===== config.mk =====
export PLATFORM = sky130hd
export DESIGN_NAME = tsu_capture_compare
export DESIGN_NICKNAME = d
export VERILOG_FILES = /design/src/rtl/tsu_cc_pkg.sv /design/src/rtl/tsu_cap_slot.sv /design/src/rtl/tsu_cmp_unit.sv /design/src/rtl/tsu_cc_regs.sv /design/src/rtl/tsu_capture_compare.sv
export SDC_FILE = /design/constraint.sdc
export NUM_CORES = 1
export LEC_CHECK = 0
export CORE_MARGIN = 8
export CORE_UTILIZATION = 60
export DETAILED_ROUTE_END_ITERATION = 7
export GPL_ROUTABILITY_DRIVEN = 0
export GPL_TIMING_DRIVEN = 0
export PLACE_DENSITY_LB_ADDON = 0.25
export SETUP_SLACK_MARGIN = 0.2
export SYNTH_ARGS = -nofsm -noshare
export SYNTH_HDL_FRONTEND = slang
export SYNTH_HIERARCHICAL = 1
export SYNTH_SLANG_ARGS = --single-unit

===== constraint.sdc =====
create_clock -name clk -period 2.6 [get_ports clk]
set_input_delay 0.39 -clock clk [delete_from_list [all_inputs] [get_ports clk]]
set_output_delay 0.39 -clock clk [all_outputs]
set_load 0.02 [all_outputs]

===== src/rtl/tsu_cc_pkg.sv =====
package tsu_cc_pkg;

    localparam int DATA_W  = 32;
    localparam int REG_AW  = 4;
    localparam int NUM_CAP = 2;

    // capture slot indices
    localparam int CAP_TX = 0;
    localparam int CAP_RX = 1;

    // status / enable bit positions
    localparam int BIT_TX  = 0;
    localparam int BIT_RX  = 1;
    localparam int BIT_CMP = 29;

    typedef enum logic [REG_AW-1:0] {
        A_STATUS     = 4'd0,
        A_ENABLE     = 4'd1,
        A_CMP_NS     = 4'd2,
        A_CMP_SEC_LO = 4'd3,
        A_CMP_SEC_HI = 4'd4,
        A_TX_NS      = 4'd5,
        A_TX_SEC_LO  = 4'd6,
        A_TX_SEC_HI  = 4'd7,
        A_RX_NS      = 4'd8,
        A_RX_SEC_LO  = 4'd9,
        A_RX_SEC_HI  = 4'd10
    } reg_addr_e;

endpackage


===== src/rtl/tsu_cap_slot.sv =====
module tsu_cap_slot #(
    parameter int SEC_W = 48,
    parameter int NS_W  = 30
) (
    input  logic             clk,
    input  logic             rst_n,
    input  logic             strobe,
    input  logic [SEC_W-1:0] time_sec,
    input  logic [NS_W-1:0]  time_ns,
    output logic [SEC_W-1:0] cap_sec,
    output logic [NS_W-1:0]  cap_ns
);

    typedef struct packed {
        logic [SEC_W-1:0] sec;
        logic [NS_W-1:0]  ns;
    } slot_t;

    slot_t slot_d, slot_q;

    always_comb begin
        slot_d = slot_q;
        if (strobe) begin
            slot_d.sec = time_sec;
            slot_d.ns  = time_ns;
        end
    end

    always_ff @(posedge clk) begin
        if (!rst_n) begin
            slot_q <= '0;
        end else begin
            slot_q <= slot_d;
        end
    end

    assign cap_sec = slot_q.sec;
    assign cap_ns  = slot_q.ns;

endmodule


===== src/rtl/tsu_cmp_unit.sv =====
module tsu_cmp_unit #(
    parameter int SEC_W    = 48,
    parameter int CMP_NS_W = 22
) (
    input  logic                clk,
    input  logic                rst_n,
    input  logic [SEC_W-1:0]    time_sec,
    input  logic [CMP_NS_W-1:0] time_ns_hi,
    input  logic [SEC_W-1:0]    tgt_sec,
    input  logic [CMP_NS_W-1:0] tgt_ns_hi,
    output logic                match,
    output logic                match_rise
);

    typedef struct packed {
        logic match;
    } cmp_t;

    cmp_t cmp_d, cmp_q;
    logic equal_now;

    always_comb begin
        equal_now   = (time_sec == tgt_sec) && (time_ns_hi == tgt_ns_hi);
        cmp_d       = cmp_q;
        cmp_d.match = equal_now;
    end

    always_ff @(posedge clk) begin
        if (!rst_n) begin
            cmp_q <= '0;
        end else begin
            cmp_q <= cmp_d;
        end
    end

    // first cycle of equality: current equal, registered level still low
    assign match      = cmp_q.match;
    assign match_rise = equal_now & ~cmp_q.match;

endmodule


===== src/rtl/tsu_cc_regs.sv =====
module tsu_cc_regs
    import tsu_cc_pkg::*;
#(
    parameter int SEC_W    = 48,
    parameter int NS_W     = 30,
    parameter int CMP_NS_W = 22
) (
    input  logic                            clk,
    input  logic                            rst_n,
    input  logic                            reg_wr,
    input  logic [REG_AW-1:0]               reg_addr,
    input  logic [DATA_W-1:0]               reg_wdata,
    input  logic [NUM_CAP-1:0]              cap_set,
    input  logic                            cmp_rise,
    input  logic [NUM_CAP-1:0][SEC_W-1:0]   cap_sec,
    input  logic [NUM_CAP-1:0][NS_W-1:0]    cap_ns,
    output logic [SEC_W-1:0]                tgt_sec,
    output logic [CMP_NS_W-1:0]             tgt_ns_hi,
    output logic [DATA_W-1:0]               status,
    output logic [DATA_W-1:0]               enable,
    output logic [DATA_W-1:0]               rdata,
    output logic                            irq
);

    localparam int NS_LSB   = NS_W - CMP_NS_W;
    localparam int SEC_HI_W = SEC_W - DATA_W;
    localparam logic [DATA_W-1:0] FLAG_MASK =
        (DATA_W'(1) << BIT_TX) | (DATA_W'(1) << BIT_RX) | (DATA_W'(1) << BIT_CMP);

    typedef struct packed {
        logic [DATA_W-1:0]   status;
        logic [DATA_W-1:0]   enable;
        logic [SEC_W-1:0]    tgt_sec;
        logic [CMP_NS_W-1:0] tgt_ns;
    } regs_t;

    regs_t regs_d, regs_q;
    logic [DATA_W-1:0] set_vec;

    always_comb begin
        regs_d = regs_q;

        set_vec          = '0;
        set_vec[BIT_TX]  = cap_set[CAP_TX];
        set_vec[BIT_RX]  = cap_set[CAP_RX];
        set_vec[BIT_CMP] = cmp_rise & regs_q.enable[BIT_CMP];

        if (reg_wr) begin
            case (reg_addr)
                A_STATUS:     regs_d.status = regs_q.status & ~reg_wdata;
                A_ENABLE:     regs_d.enable = reg_wdata & FLAG_MASK;
                A_CMP_NS:     regs_d.tgt_ns = reg_wdata[NS_W-1:NS_LSB];
                A_CMP_SEC_LO: regs_d.tgt_sec[DATA_W-1:0] = reg_wdata;
                A_CMP_SEC_HI: regs_d.tgt_sec[SEC_W-1:DATA_W] = reg_wdata[SEC_HI_W-1:0];
                default:      ;
            endcase
        end

        // hardware set wins over a same-cycle clear
        regs_d.status = (regs_d.status | set_vec) & FLAG_MASK;
    end

    always_ff @(posedge clk) begin
        if (!rst_n) begin
            regs_q <= '0;
        end else begin
            regs_q <= regs_d;
        end
    end

    always_comb begin
        case (reg_addr)
            A_STATUS:     rdata = regs_q.status;
            A_ENABLE:     rdata = regs_q.enable;
            A_CMP_NS:     rdata = DATA_W'(regs_q.tgt_ns) << NS_LSB;
            A_CMP_SEC_LO: rdata = regs_q.tgt_sec[DATA_W-1:0];
            A_CMP_SEC_HI: rdata = DATA_W'(regs_q.tgt_sec[SEC_W-1:DATA_W]);
            A_TX_NS:      rdata = DATA_W'(cap_ns[CAP_TX]);
            A_TX_SEC_LO:  rdata = cap_sec[CAP_TX][DATA_W-1:0];
            A_TX_SEC_HI:  rdata = DATA_W'(cap_sec[CAP_TX][SEC_W-1:DATA_W]);
            A_RX_NS:      rdata = DATA_W'(cap_ns[CAP_RX]);
            A_RX_SEC_LO:  rdata = cap_sec[CAP_RX][DATA_W-1:0];
            A_RX_SEC_HI:  rdata = DATA_W'(cap_sec[CAP_RX][SEC_W-1:DATA_W]);
            default:      rdata = '0;
        endcase
    end

    assign tgt_sec   = regs_q.tgt_sec;
    assign tgt_ns_hi = regs_q.tgt_ns;
    assign status    = regs_q.status;
    assign enable    = regs_q.enable;
    assign irq       = |(regs_q.status & regs_q.enable);

endmodule


===== src/rtl/tsu_capture_compare.sv =====
module tsu_capture_compare
    import tsu_cc_pkg::*;
#(
    parameter int SEC_W    = 48,
    parameter int NS_W     = 30,
    parameter int CMP_NS_W = 22
) (
    input  logic              clk,
    input  logic              rst_n,
    input  logic [SEC_W-1:0]  time_sec,
    input  logic [NS_W-1:0]   time_ns,
    input  logic              tx_evt,
    input  logic              rx_evt,
    input  logic              reg_wr,
    input  logic [3:0]        reg_addr,
    input  logic [31:0]       reg_wdata,
    output logic [31:0]       reg_rdata,
    output logic              cmp_match,
    output logic              irq
);

    localparam int NS_LSB = NS_W - CMP_NS_W;

    logic [NUM_CAP-1:0]            evt_vec;
    logic [NUM_CAP-1:0][SEC_W-1:0] cap_sec_w;
    logic [NUM_CAP-1:0][NS_W-1:0]  cap_ns_w;
    logic [SEC_W-1:0]              tgt_sec_w;
    logic [CMP_NS_W-1:0]           tgt_ns_w;
    logic [DATA_W-1:0]             status_w;
    logic [DATA_W-1:0]             enable_w;
    logic                          match_rise_w;

    always_comb begin
        evt_vec         = '0;
        evt_vec[CAP_TX] = tx_evt;
        evt_vec[CAP_RX] = rx_evt;
    end

    for (genvar g = 0; g < NUM_CAP; g++) begin : g_slot
        tsu_cap_slot #(
            .SEC_W (SEC_W),
            .NS_W  (NS_W)
        ) u_slot (
            .clk      (clk),
            .rst_n    (rst_n),
            .strobe   (evt_vec[g]),
            .time_sec (time_sec),
            .time_ns  (time_ns),
            .cap_sec  (cap_sec_w[g]),
            .cap_ns   (cap_ns_w[g])
        );
    end

    tsu_cmp_unit #(
        .SEC_W    (SEC_W),
        .CMP_NS_W (CMP_NS_W)
    ) u_cmp (
        .clk        (clk),
        .rst_n      (rst_n),
        .time_sec   (time_sec),
        .time_ns_hi (time_ns[NS_W-1:NS_LSB]),
        .tgt_sec    (tgt_sec_w),
        .tgt_ns_hi  (tgt_ns_w),
        .match      (cmp_match),
        .match_rise (match_rise_w)
    );

    tsu_cc_regs #(
        .SEC_W    (SEC_W),
        .NS_W     (NS_W),
        .CMP_NS_W (CMP_NS_W)
    ) u_regs (
        .clk       (clk),
        .rst_n     (rst_n),
        .reg_wr    (reg_wr),
        .reg_addr  (reg_addr),
        .reg_wdata (reg_wdata),
        .cap_set   (evt_vec),
        .cmp_rise  (match_rise_w),
        .cap_sec   (cap_sec_w),
        .cap_ns    (cap_ns_w),
        .tgt_sec   (tgt_sec_w),
        .tgt_ns_hi (tgt_ns_w),
        .status    (status_w),
        .enable    (enable_w),
        .rdata     (reg_rdata),
        .irq       (irq)
    );

endmodule


==> flow_summary.json <==
{
  "grt_overflow": 0,
  "hold_ws_ns": 0.4329,
  "antenna_cells": 0,
  "hold_class": "primary input to flop",
  "drc": 0,
  "path_max_fanout": 10,
  "io_buffers": 150,
  "criticalPathCategory": "primary input to primary output",
  "grt_usage": 0.3521,
  "rsz0062_at_grt": "true",
  "ctsRootBufferMaster": "clkbuf_16",
  "hold_violations": 0,
  "cp-start-kind": "primary input",
  "fin_area_um2": 14550,
  "clock_skew_ns": 0.008067,
  "first_global_vias": 10560,
  "coreArea_um2": 18770,
  "fin_crit_ns": 2.473,
  "yosys_warnings": 6,
  "relSlewSlack": 0.3707,
  "numCtsBuffers": 25,
  "end_kind": "primary output",
  "synth.avg_cell_area_um2": 9.619,
  "grt_pass1_wl_um": 63870,
  "setup_violations": 0,
  "cts_sinks": 233,
  "die_x_um": 154.5,
  "synth_nets": 1315,
  "path_buf_inv": 5,
  "p_sw_frac": 0.2619,
  "fillers": 1250,
  "die_area_um2": 23860,
  "cp_top_family": "buffers and inverters",
  "multi_input_area_um2": 6465,
  "dr.pass1.iters": 8,
  "synth_area_um2": 11500,
  "crit_arrival_ns": 2.08,
  "clock_power_share": 0.407,
  "p_switching_mw": 2.272,
  "rows": 50,
  "worstMarginPinSlew_ns": 0.9409,
  "irDropWorstVdd_v": 0.0005196,
  "worst_path_max_delay_cell": "o211ai_1",
  "grt_max_degree": 18,
  "wl_per_cell_um": 26.85,
  "antenna_found_initial": 0,
  "cp.required_ns": 2.21,
  "detail-route-antenna-nets": 0,
  "final_util": 0.7751,
  "placed_cell_area_um2": 13300,
  "path_cells": "clkbuf_4 > buf_6 > clkbuf_2 > clkinvlp_4 > o211ai_1 > buf_4",
  "internal_power_mw": 6.404,
  "hpwl_um": 30090,
  "max_freq_mhz": 404.3,
  "slew_violations": 0,
  "cts_tree": "built",
  "syn_to_final_growth_pct": 26.44,
  "drt_iter0_markers": 1783,
  "worstSkewPairLatency_ns": 0.53,
  "regArea_um2": 4666,
  "min_period_over_period": 0.9512,
  "wirelength_um": 43930,
  "boundaryPins": 153,
  "power.density_nw_per_um2": 596.4,
  "leakage_nw": 5.633,
  "ctsHoldBuffers": 0,
  "clock_path_buffers": 3,
  "outcome": "finished, final reports clean",
  "start_util": 0.6130,
  "drv_cap": 0,
  "max_stage_delay_ns": 0.37,
  "combPwrFrac": 0.151,
  "pwr-share-seq": 0.442,
  "clkSlewWorstSetupHoldPaths_ns": 0.06,
  "fin_tns_setup_ns": 0,
  "layout-drive-gt1-share": 0.1419,
  "netlist_instances": 1196,
  "vias_per_cell": 6.591,
  "nets": 1506,
  "die_h_um": 154.5,
  "vias": 10780,
  "htreeDepth": 1
}
[final cells by class]
class,instances,share of cell area
multi-input combinational,866,0.4444
sequential,233,0.3207
timing repair buffer,164,0.1088
buffer,89,0.04937
clock buffer,38,0.04911
tap,234,0.02013
clock inverter,4,0.004817
inverter,8,0.002580
[power by group through the flow]
| stage | sequential, mW | combinational [mW] | clock (mW) |
|---|---|---|---|
| 3_3_place_gp | 3.90 | 1.15 | 0 |
| 4_1_cts | 3.83 | 1.22 | 3.52 |
| 5_1_grt | 3.85 | 1.34 | 3.68 |
| 2_1_floorplan | 3.87 | 0.640 | 0 |
| 3_5_place_dp | 3.90 | 1.17 | 0 |
| 6_report | 3.84 | 1.31 | 3.53 |
[registers in the layout, indices dropped and copies added (netlist names)]
register               flops
u_regs/enable              3
u_regs/tgt_sec            48
u_regs/status              3
u_regs/tgt_ns_hi          22
g_slot.u_slot/cap_sec     96
g_slot.u_slot/cap_ns      60
u_cmp/match                1
[path summary, 6_finish.rpt]
path / from / end / slack [ns] / depth (start not counted)
worst max-delay path: reg_addr[1] / reg_rdata[15] / 0.13 / 6
worst min-delay path: reg_wdata[30] / u_regs/tgt_sec[30] / 0.43 / 3
worst max register to register: u_regs/tgt_sec[41] / u_regs/status[29] / 0.30 / 7
worst min register to register: u_regs/tgt_ns_hi[19] / u_regs/tgt_ns_hi[19] / 0.49 / 2
[tightest hold or removal path: cells and delay by family]
family          cells  cell delay [ns]
compound gates      1             0.06
buf+inv             1             0.40
simple gates        1             0.05
[cells in the final DEF (no fill, tap or decap), drive strengths merged, types with 21 or more instances in the layout]
master and instances:
mux2 21, buf 79, xnor2 46, clkbuf 77
nand2 156, clkdlybuf4s50 115, a21boi 74, dfxtp 233
nor2b 177, mux2i 167, a22oi 41
[per-stage QoR]
stage	setup slack [ns]	cells	power, mW
after floorplan	0.4482	1196	4.511
after global placement	-1.296	1580	5.052
after detailed placement	-1.317	1580	5.072
after CTS	0.1193	1632	8.574
after global routing	0.09488	1636	8.867
final	0.1269	1636	8.676
[layer usage]
layer | vias up | GRT usage | part of all wire
li1 | 4580 | - | -
met1 | 4996 | 0.4449 | 0.37
met2 | 935 | 0.5091 | 0.41
met3 | 270 | 0.1165 | 0.15
met4 | 2 | 0.2217 | 0.077
met5 | - | 0 | 0.00077
[timing repair]
item,4_1_cts,5_1_grt
cloned,1,0
endpoints found under the setup margin,33,26
gates resized for setup,181,45
pin swaps,10,7
buffers inserted,9,4
(Power assumes the default switching activity.)
